`config.mk`:
```
export PLATFORM = sky130hd
export DESIGN_NAME = sdram_lp_sequencer
export DESIGN_NICKNAME = d
export VERILOG_FILES = /design/src/rtl/sdram_lp_pkg.sv /design/src/rtl/sdram_lp_downcount.sv /design/src/rtl/sdram_lp_tracker.sv /design/src/rtl/sdram_lp_sequencer.sv
export SDC_FILE = /design/constraint.sdc
export NUM_CORES = 1
export LEC_CHECK = 0
export BUFFER_PORTS_ARGS = -buffer_cell sky130_fd_sc_hd__buf_4
export CAP_MARGIN = 10
export CELL_PAD_IN_SITES_DETAIL_PLACEMENT = 0
export CELL_PAD_IN_SITES_GLOBAL_PLACEMENT = 1
export CORE_AREA = 5 5 72 87
export CTS_CLUSTER_DIAMETER = 200
export DETAILED_ROUTE_END_ITERATION = 12
export DIE_AREA = 0 0 77 92
export PLACE_DENSITY = 0.81
export SETUP_SLACK_MARGIN = 0.1
export SLEW_MARGIN = 20
export SYNTH_ARGS = -nofsm -noshare
export SYNTH_HDL_FRONTEND = slang
export SYNTH_SLANG_ARGS = --single-unit
```
`constraint.sdc`:
```
create_clock -name clk -period 3.32 [get_ports clk]
set_clock_uncertainty 0.05 [all_clocks]
set_input_delay 0.166 -clock clk [delete_from_list [all_inputs] [get_ports clk]]
set_output_delay 0.166 -clock clk [all_outputs]
set_load 0.005 [all_outputs]
```
`src/rtl/sdram_lp_pkg.sv`:
```
package sdram_lp_pkg;

  typedef enum logic [1:0] {
    CMD_NOP  = 2'd0,
    CMD_PREA = 2'd1,
    CMD_AREF = 2'd2,
    CMD_SREF = 2'd3
  } cmd_e;

  typedef enum logic [1:0] {
    PDM_NONE   = 2'd0,
    PDM_ACTIVE = 2'd1,
    PDM_PRECHG = 2'd2
  } pdm_e;

  typedef enum logic [1:0] {
    PUR_REF    = 2'd0,
    PUR_SR_IN  = 2'd1,
    PUR_SR_OUT = 2'd2
  } purpose_e;

  typedef enum logic [3:0] {
    ST_IDLE,
    ST_PREP,
    ST_PRE,
    ST_WAIT_RP,
    ST_REF,
    ST_WAIT_RFC,
    ST_SR_ENTER,
    ST_SR_HOLD,
    ST_SR_EXIT,
    ST_PD,
    ST_PD_EXIT
  } state_e;

endpackage

```
`src/rtl/sdram_lp_downcount.sv`:
```
module sdram_lp_downcount #(
  parameter int W = 8
) (
  input  logic         clk,
  input  logic         rst_n,
  input  logic         load,
  input  logic [W-1:0] load_val,
  input  logic         dec,
  output logic         zero
);

  logic [W-1:0] cnt_q, cnt_d;

  always_comb begin
    cnt_d = cnt_q;
    if (load)
      cnt_d = load_val;
    else if (dec && (cnt_q != '0))
      cnt_d = cnt_q - W'(1);
  end

  always_ff @(posedge clk or negedge rst_n) begin
    if (!rst_n) cnt_q <= '0;
    else        cnt_q <= cnt_d;
  end

  assign zero = (cnt_q == '0);


  hold_at_zero_chk: assert property (@(posedge clk) disable iff (!rst_n)
    (zero && !load) |=> zero);

endmodule

```
`src/rtl/sdram_lp_tracker.sv`:
```
module sdram_lp_tracker #(
  parameter int T_REFI   = 1560,
  parameter int PEND_MAX = 8
) (
  input  logic clk,
  input  logic rst_n,
  input  logic freeze,
  input  logic served,
  output logic due
);

  localparam int IW = (T_REFI > 1) ? $clog2(T_REFI) : 1;
  localparam int PW = $clog2(PEND_MAX + 1);

  logic [IW-1:0] ivl_q, ivl_d;
  logic [PW-1:0] pend_q, pend_d;
  logic          tick, full, add, sub;

  assign tick = !freeze && (ivl_q == IW'(T_REFI - 1));
  assign full = (pend_q == PW'(PEND_MAX));
  assign add  = tick && !full;
  assign sub  = served && (pend_q != '0);

  always_comb begin
    ivl_d = ivl_q;
    if (tick)         ivl_d = '0;
    else if (!freeze) ivl_d = ivl_q + IW'(1);
    pend_d = pend_q;
    if (add && !sub)      pend_d = pend_q + PW'(1);
    else if (sub && !add) pend_d = pend_q - PW'(1);
  end

  always_ff @(posedge clk or negedge rst_n) begin
    if (!rst_n) begin
      ivl_q  <= '0;
      pend_q <= '0;
    end else begin
      ivl_q  <= ivl_d;
      pend_q <= pend_d;
    end
  end

  assign due = (pend_q != '0);


  no_overflow_chk: assert property (@(posedge clk) disable iff (!rst_n)
    pend_q <= PW'(PEND_MAX));


  due_drop_chk: assert property (@(posedge clk) disable iff (!rst_n)
    $fell(due) |-> $past(served));

endmodule

```
`src/rtl/sdram_lp_sequencer.sv`:
```
module sdram_lp_sequencer
  import sdram_lp_pkg::*;
#(
  parameter int NUM_BANKS = 4,
  parameter int T_RP      = 3,
  parameter int T_RFC     = 9,
  parameter int T_SS      = 2,
  parameter int T_REFI    = 1560,
  parameter int BURST_LEN = 4096,
  parameter int PEND_MAX  = 8
) (
  input  logic                 clk,
  input  logic                 rst_n,
  input  logic [NUM_BANKS-1:0] bank_open_i,
  input  logic                 sr_enter_req_i,
  input  logic                 sr_exit_req_i,
  input  logic                 pd_enter_req_i,
  input  logic                 pd_exit_req_i,
  output logic [1:0]           cmd_o,
  output logic                 cke_o,
  output logic                 grant_o,
  output logic                 busy_o,
  output logic [1:0]           pd_mode_o,
  output logic                 sr_active_o
);

  localparam int EXIT_WAIT = (T_RFC > T_SS) ? T_RFC : T_SS;
  localparam int TMAX1     = (T_RP > EXIT_WAIT) ? T_RP : EXIT_WAIT;
  localparam int TW        = $clog2(TMAX1 + 1);
  localparam int BW        = $clog2(BURST_LEN + 1);
  localparam int GW        = $clog2(T_RFC + 1);

  state_e   state_q, state_d;
  purpose_e pur_q, pur_d;
  pdm_e     pdm_q, pdm_d;

  logic          tmr_load, tmr_zero;
  logic [TW-1:0] tmr_val;
  logic          bst_load, bst_zero;
  logic [BW-1:0] bst_val;
  logic          ref_due, any_open, grant;

  assign any_open = |bank_open_i;

  sdram_lp_tracker #(.T_REFI(T_REFI), .PEND_MAX(PEND_MAX)) tracker_i (
    .clk    (clk),
    .rst_n  (rst_n),
    .freeze (state_q == ST_SR_HOLD),
    .served (state_q == ST_REF),
    .due    (ref_due)
  );

  sdram_lp_downcount #(.W(TW)) wait_tmr_i (
    .clk      (clk),
    .rst_n    (rst_n),
    .load     (tmr_load),
    .load_val (tmr_val),
    .dec      (1'b1),
    .zero     (tmr_zero)
  );

  sdram_lp_downcount #(.W(BW)) burst_cnt_i (
    .clk      (clk),
    .rst_n    (rst_n),
    .load     (bst_load),
    .load_val (bst_val),
    .dec      (state_q == ST_REF),
    .zero     (bst_zero)
  );

  always_comb begin
    state_d  = state_q;
    pur_d    = pur_q;
    pdm_d    = pdm_q;
    tmr_load = 1'b0;
    tmr_val  = '0;
    bst_load = 1'b0;
    bst_val  = '0;
    grant    = 1'b0;
    unique case (state_q)
      ST_IDLE: begin
        if (sr_enter_req_i) begin
          state_d = ST_PREP;
          pur_d   = PUR_SR_IN;
        end else if (ref_due) begin
          state_d = ST_PREP;
          pur_d   = PUR_REF;
        end else if (pd_enter_req_i) begin
          state_d = ST_PD;
          pdm_d   = any_open ? PDM_ACTIVE : PDM_PRECHG;
        end else begin
          grant = 1'b1;
        end
      end
      ST_PREP: begin
        bst_load = 1'b1;
        bst_val  = (pur_q == PUR_SR_IN) ? BW'(BURST_LEN) : BW'(1);
        state_d  = any_open ? ST_PRE : ST_REF;
      end
      ST_PRE: begin
        tmr_load = 1'b1;
        tmr_val  = TW'(T_RP - 2);
        state_d  = ST_WAIT_RP;
      end
      ST_WAIT_RP: begin
        if (tmr_zero) state_d = ST_REF;
      end
      ST_REF: begin
        tmr_load = 1'b1;
        tmr_val  = TW'(T_RFC - 2);
        state_d  = ST_WAIT_RFC;
      end
      ST_WAIT_RFC: begin
        if (tmr_zero) begin
          if (!bst_zero)             state_d = ST_REF;
          else if (pur_q == PUR_SR_IN) state_d = ST_SR_ENTER;
          else                       state_d = ST_IDLE;
        end
      end
      ST_SR_ENTER: state_d = ST_SR_HOLD;
      ST_SR_HOLD: begin
        if (sr_exit_req_i) begin
          state_d  = ST_SR_EXIT;
          tmr_load = 1'b1;
          tmr_val  = TW'(EXIT_WAIT - 1);
        end
      end
      ST_SR_EXIT: begin
        if (tmr_zero) begin
          state_d  = ST_REF;
          pur_d    = PUR_SR_OUT;
          bst_load = 1'b1;
          bst_val  = BW'(BURST_LEN);
        end
      end
      ST_PD: begin
        if (pd_exit_req_i) begin
          state_d  = ST_PD_EXIT;
          pdm_d    = PDM_NONE;
          tmr_load = 1'b1;
          tmr_val  = TW'(T_SS - 1);
        end
      end
      ST_PD_EXIT: begin
        if (tmr_zero) state_d = ST_IDLE;
      end
      default: state_d = ST_IDLE;
    endcase
  end

  always_ff @(posedge clk or negedge rst_n) begin
    if (!rst_n) begin
      state_q <= ST_IDLE;
      pur_q   <= PUR_REF;
      pdm_q   <= PDM_NONE;
    end else begin
      state_q <= state_d;
      pur_q   <= pur_d;
      pdm_q   <= pdm_d;
    end
  end

  always_comb begin
    unique case (state_q)
      ST_PRE:      cmd_o = CMD_PREA;
      ST_REF:      cmd_o = CMD_AREF;
      ST_SR_ENTER: cmd_o = CMD_SREF;
      default:     cmd_o = CMD_NOP;
    endcase
  end

  assign cke_o       = !((state_q == ST_SR_ENTER) || (state_q == ST_SR_HOLD) || (state_q == ST_PD));
  assign sr_active_o = (state_q == ST_SR_ENTER) || (state_q == ST_SR_HOLD);
  assign busy_o      = (state_q != ST_IDLE);
  assign grant_o     = grant;
  assign pd_mode_o   = pdm_q;

  // Gap counter since the last auto refresh, for the checker below.
  logic [GW-1:0] gap_q;
  always_ff @(posedge clk or negedge rst_n) begin
    if (!rst_n)                   gap_q <= GW'(T_RFC);
    else if (cmd_o == CMD_AREF)   gap_q <= GW'(1);
    else if (gap_q != GW'(T_RFC)) gap_q <= gap_q + GW'(1);
  end


  rfc_gap_chk: assert property (@(posedge clk) disable iff (!rst_n)
    (cmd_o != CMD_NOP) |-> (gap_q == GW'(T_RFC)));


  cmd_nogrant_chk: assert property (@(posedge clk) disable iff (!rst_n)
    (cmd_o != CMD_NOP) |-> !grant_o);


  grant_lead_chk: assert property (@(posedge clk) disable iff (!rst_n)
    (cmd_o != CMD_NOP) |-> !$past(grant_o));


  prea_quiet_chk: assert property (@(posedge clk) disable iff (!rst_n)
    (cmd_o == CMD_PREA) |=> (cmd_o == CMD_NOP));


  lowcke_nop_chk: assert property (@(posedge clk) disable iff (!rst_n)
    !cke_o |-> ((cmd_o == CMD_NOP) || (cmd_o == CMD_SREF)));


  pd_cke_chk: assert property (@(posedge clk) disable iff (!rst_n)
    (pd_mode_o != PDM_NONE) |-> !cke_o);


  cke_rise_nop_chk: assert property (@(posedge clk) disable iff (!rst_n)
    $rose(cke_o) |-> (cmd_o == CMD_NOP));

endmodule

```
==> key figures <==
Run status
  • Status: completed

Setup path
  • Kind of critical path: register to register
  • Worst path max stage delay: ~0.43 ns
  • CP Max Fanout: 4
  • Critical Path Slowest Stage Cell: dfrtp_1
  • Critical path cell sequence: nor4_1 -> nand3_1 -> nor4_1 -> a21boi_0 -> ha_1 -> inv_1 -> ha_1 -> a21o_1 -> a21oi_1 -> xnor2_1 -> nor2_1 -> xor2_1
  • Worst EP arrival: 2.91 ns
  • Crit. End Element: register
  • CP startpoint kind: register
  • Bufs and invs on worst path: 1
  • Critical Path RT: between 3 and 4 ns
  • Top cell family by delay on the critical path: simple AND/OR/NAND/NOR gates

Drt
  • Detailed-route via count: between 1500 and 2000
  • DRT Pass-1 Iters: 4
  • DR vias/cell: about 5.6
  • Iter 0 DRT Violations: 43
  • Average wire per standard cell: 14.5 µm
  • Final WL: between 4 and 5 mm
  • Detail Route Antenna Nets: 0
  • Post-route DRC: 0

Timing
  • Final hold viol count: 0
  • Pin slew with the least headroom to its limit: 0.631 ns
  • Crit share post-route: 0.837
  • Final Setup Violations: 0
  • Max-slew violations: 0
  • Setup TNS Final: 0 ns
  • RSZ-0062 raised after global routing: false
  • Slew HR: 0.578
  • Max Clock Freq: about 0.36 GHz
  • Final min period: between 2 and 3 ns

Yosys
  • Most used flip-flop cell after synthesis: dfrtp_1
  • Synth Register Bits: 40
  • Post-synth ARST share: 1.00
  • Ys Warns: 0
  • Synth Area in Simple Gates: 0.289
  • Yosys top cell area share: 0.427
  • Top cells by area, synth: dfrtp_1, xnor2_1, nor2_1
  • Post-synth net total: about 260
  • Number of synthesized flops with an enable pin: 0
  • Syn Area/Cell: 9.53 µm²
  • Most frequent cell after synthesis: dfrtp_1
  • Xor/xnor share of the synthesized area: 0.0822
  • Combinational family with the most area after synthesis: simple AND/OR/NAND/NOR gates
  • Cell taking the most area after synthesis: dfrtp_1
  • Sequential area share after synthesis: 0.427
  • Cell variety after synth: 54
  • Most frequent cells after synthesis: dfrtp_1, nor2_1, nand2_1, xnor2_1, nor3_1
  • Adder-cell share of the synthesized area: 0.0459
  • Post-synthesis compound-gate area fraction: 0.101
  • Syn Inst Count: 246
  • Synthesized cell area: between 0.002 and 0.0025 mm²
  • Post-synthesis mux area share: 0.0224

CTS
  • Sink Count: 40
  • Clock latency on the worst-skew pair: about 0.29 ns
  • Post-CTS Setup Repair Bufs: 0
  • CTS tree: built
  • H-tree depth: 2
  • Clock slew at reported path FFs: about 0.08 ns
  • CTS max path bufs: 2
  • Cts bufs inserted: 5
  • Post-cts resize count: 0
  • Hold_buf cts: 1
  • Clock root buffer master: clkbuf_8

Floorplanning
  • Initial Util: 0.445
  • I/O pin cnt: 18
  • Die height: 92 µm
  • Core Rows: 29
  • Die W: roughly 77 µm
  • Core area: 0.00526 mm²
  • Die area: between 0.007 and 0.008 mm²

Placed design
  • Gpl congestion: 0.857
  • Dpl hpwl: about 3.6 mm
  • I/O Buffers: 17

Global route
  • GRT overflow: 0
  • Vias in the first global route: between 1500 and 2000
  • Largest net degree at the start of global routing: around 40
  • Gr usage total: 0.143
  • First-pass GRT wire length: roughly 8.3 mm
  • Antenna violations before repair: 0

Job
  • Maxcap violations: 0

Finish
  • Share of cells above drive strength 1: 0.155
  • Inserted Diodes: 0
  • Layout Utilization: 0.512
  • Nets: 288
  • Area grow syn2layout: 14.9%

Min path
  • Hold/Removal Path Class: input pin to register

Power and ir drop
  • P_leak: between 1 and 1.5 nW
  • Power per Cell Area: approximately 860 mW/mm²
  • Max IR drop VDD: 395 µV
[layout make-up]
| type | instances | area (µm²) |
|---|---|---|
| multi-input combinational | 187 | 1270 |
| tap | 62 | 77.6 |
| timing repair buffer | 25 | 190 |
| clock inverter | 3 | 46.3 |
| sequential | 40 | 1000 |
| fill | 493 | 2570 |
| inverter | 11 | 41.3 |
| clock buffer | 5 | 68.8 |
[metrics by stage]
stage	area (µm²)	power (mW)	worst slack, ns	std cells	hold WS [ns]
global placement	2570	1.91	0.609	324	0.129
global route	2690	2.53	0.165	333	0.0763
detailed placement	2570	1.94	0.554	324	0.132
finish	2690	2.32	0.542	333	0.0628
CTS	2690	2.36	0.524	333	0.0445
floorplan	2340	1.62	0.366	246	-0.180
[worst reg2reg max path, cell delays in order (launching register included)]
cell	delay [ns]
dfrtp_1	0.43
nor4_1	0.30
nand3_1	0.14
nor4_1	0.25
a21boi_0	0.23
ha_1	0.21
inv_1	0.09
ha_1	0.28
a21o_1	0.18
a21oi_1	0.17
xnor2_1	0.14
nor2_1	0.07
xor2_1	0.14
[flip-flops by register name, indices dropped and copies added, names as in the netlist]
signal	count
burst_cnt_i.cnt_q	13
tracker_i.ivl_q	11
state_q	4
pd_mode_o	2
pur_q	2
tracker_i.pend_q	4
wait_tmr_i.cnt_q	4
[cells in the final DEF (no fill, tap or decap), types with 6 or more instances in the layout]
master,count
inv_1,11
xnor2_1,18
or3_1,9
dfrtp_1,40
ha_1,7
nand2_1,19
buf_4,24
nand4_1,6
nor2_1,24
a21oi_1,6
o21ai_0,7
and3_1,6
nor3_1,12
nor4_1,6
[layer usage]
metal | global-route usage | vias up | share of wire
met4 | 0.0587 | 0 | 0.021
met1 | 0.169 | 907 | 0.44
li1 | - | 937 | -
met5 | 0 | - | 0
met3 | 0.0265 | 7 | 0.019
met2 | 0.253 | 14 | 0.52
[logic make-up (layout without fill, tap and decap cells)]
group | Yosys count | in the layout
mux | 5 | 5
simple gates | 117 | 117
fa+ha+maj | 8 | 8
flops | 40 | 40
xor+xnor | 22 | 22
compound gates | 35 | 35
buf+inv | 19 | 44
[worst paths after layout]
check	from	to	depth (start not counted)	slack (ns)
worst max-delay path	tracker_i.ivl_q[5]	tracker_i.pend_q[3]	12	0.54
worst min-delay path	sr_exit_req_i	wait_tmr_i.cnt_q[3]	2	0.06
worst max register to register	tracker_i.ivl_q[5]	tracker_i.pend_q[3]	12	0.54
worst min register to register	pd_mode_o[1]	pd_mode_o[1]	2	0.44
max in group asynchronous	rst_n	tracker_i.ivl_q[9]	2	2.53
min in group asynchronous	rst_n	burst_cnt_i.cnt_q[0]	2	0.34
[power breakdown]
| part | internal (mW) | total, mW | switching, mW |
|---|---|---|---|
| sequential | 0.657 | 0.792 | 0.135 |
| combinational | 0.520 | 1.12 | 0.602 |
| clock | 0.226 | 0.410 | 0.183 |
| total | 1.40 | 2.32 | 0.920 |
Power figures use the tool's default switching activity.
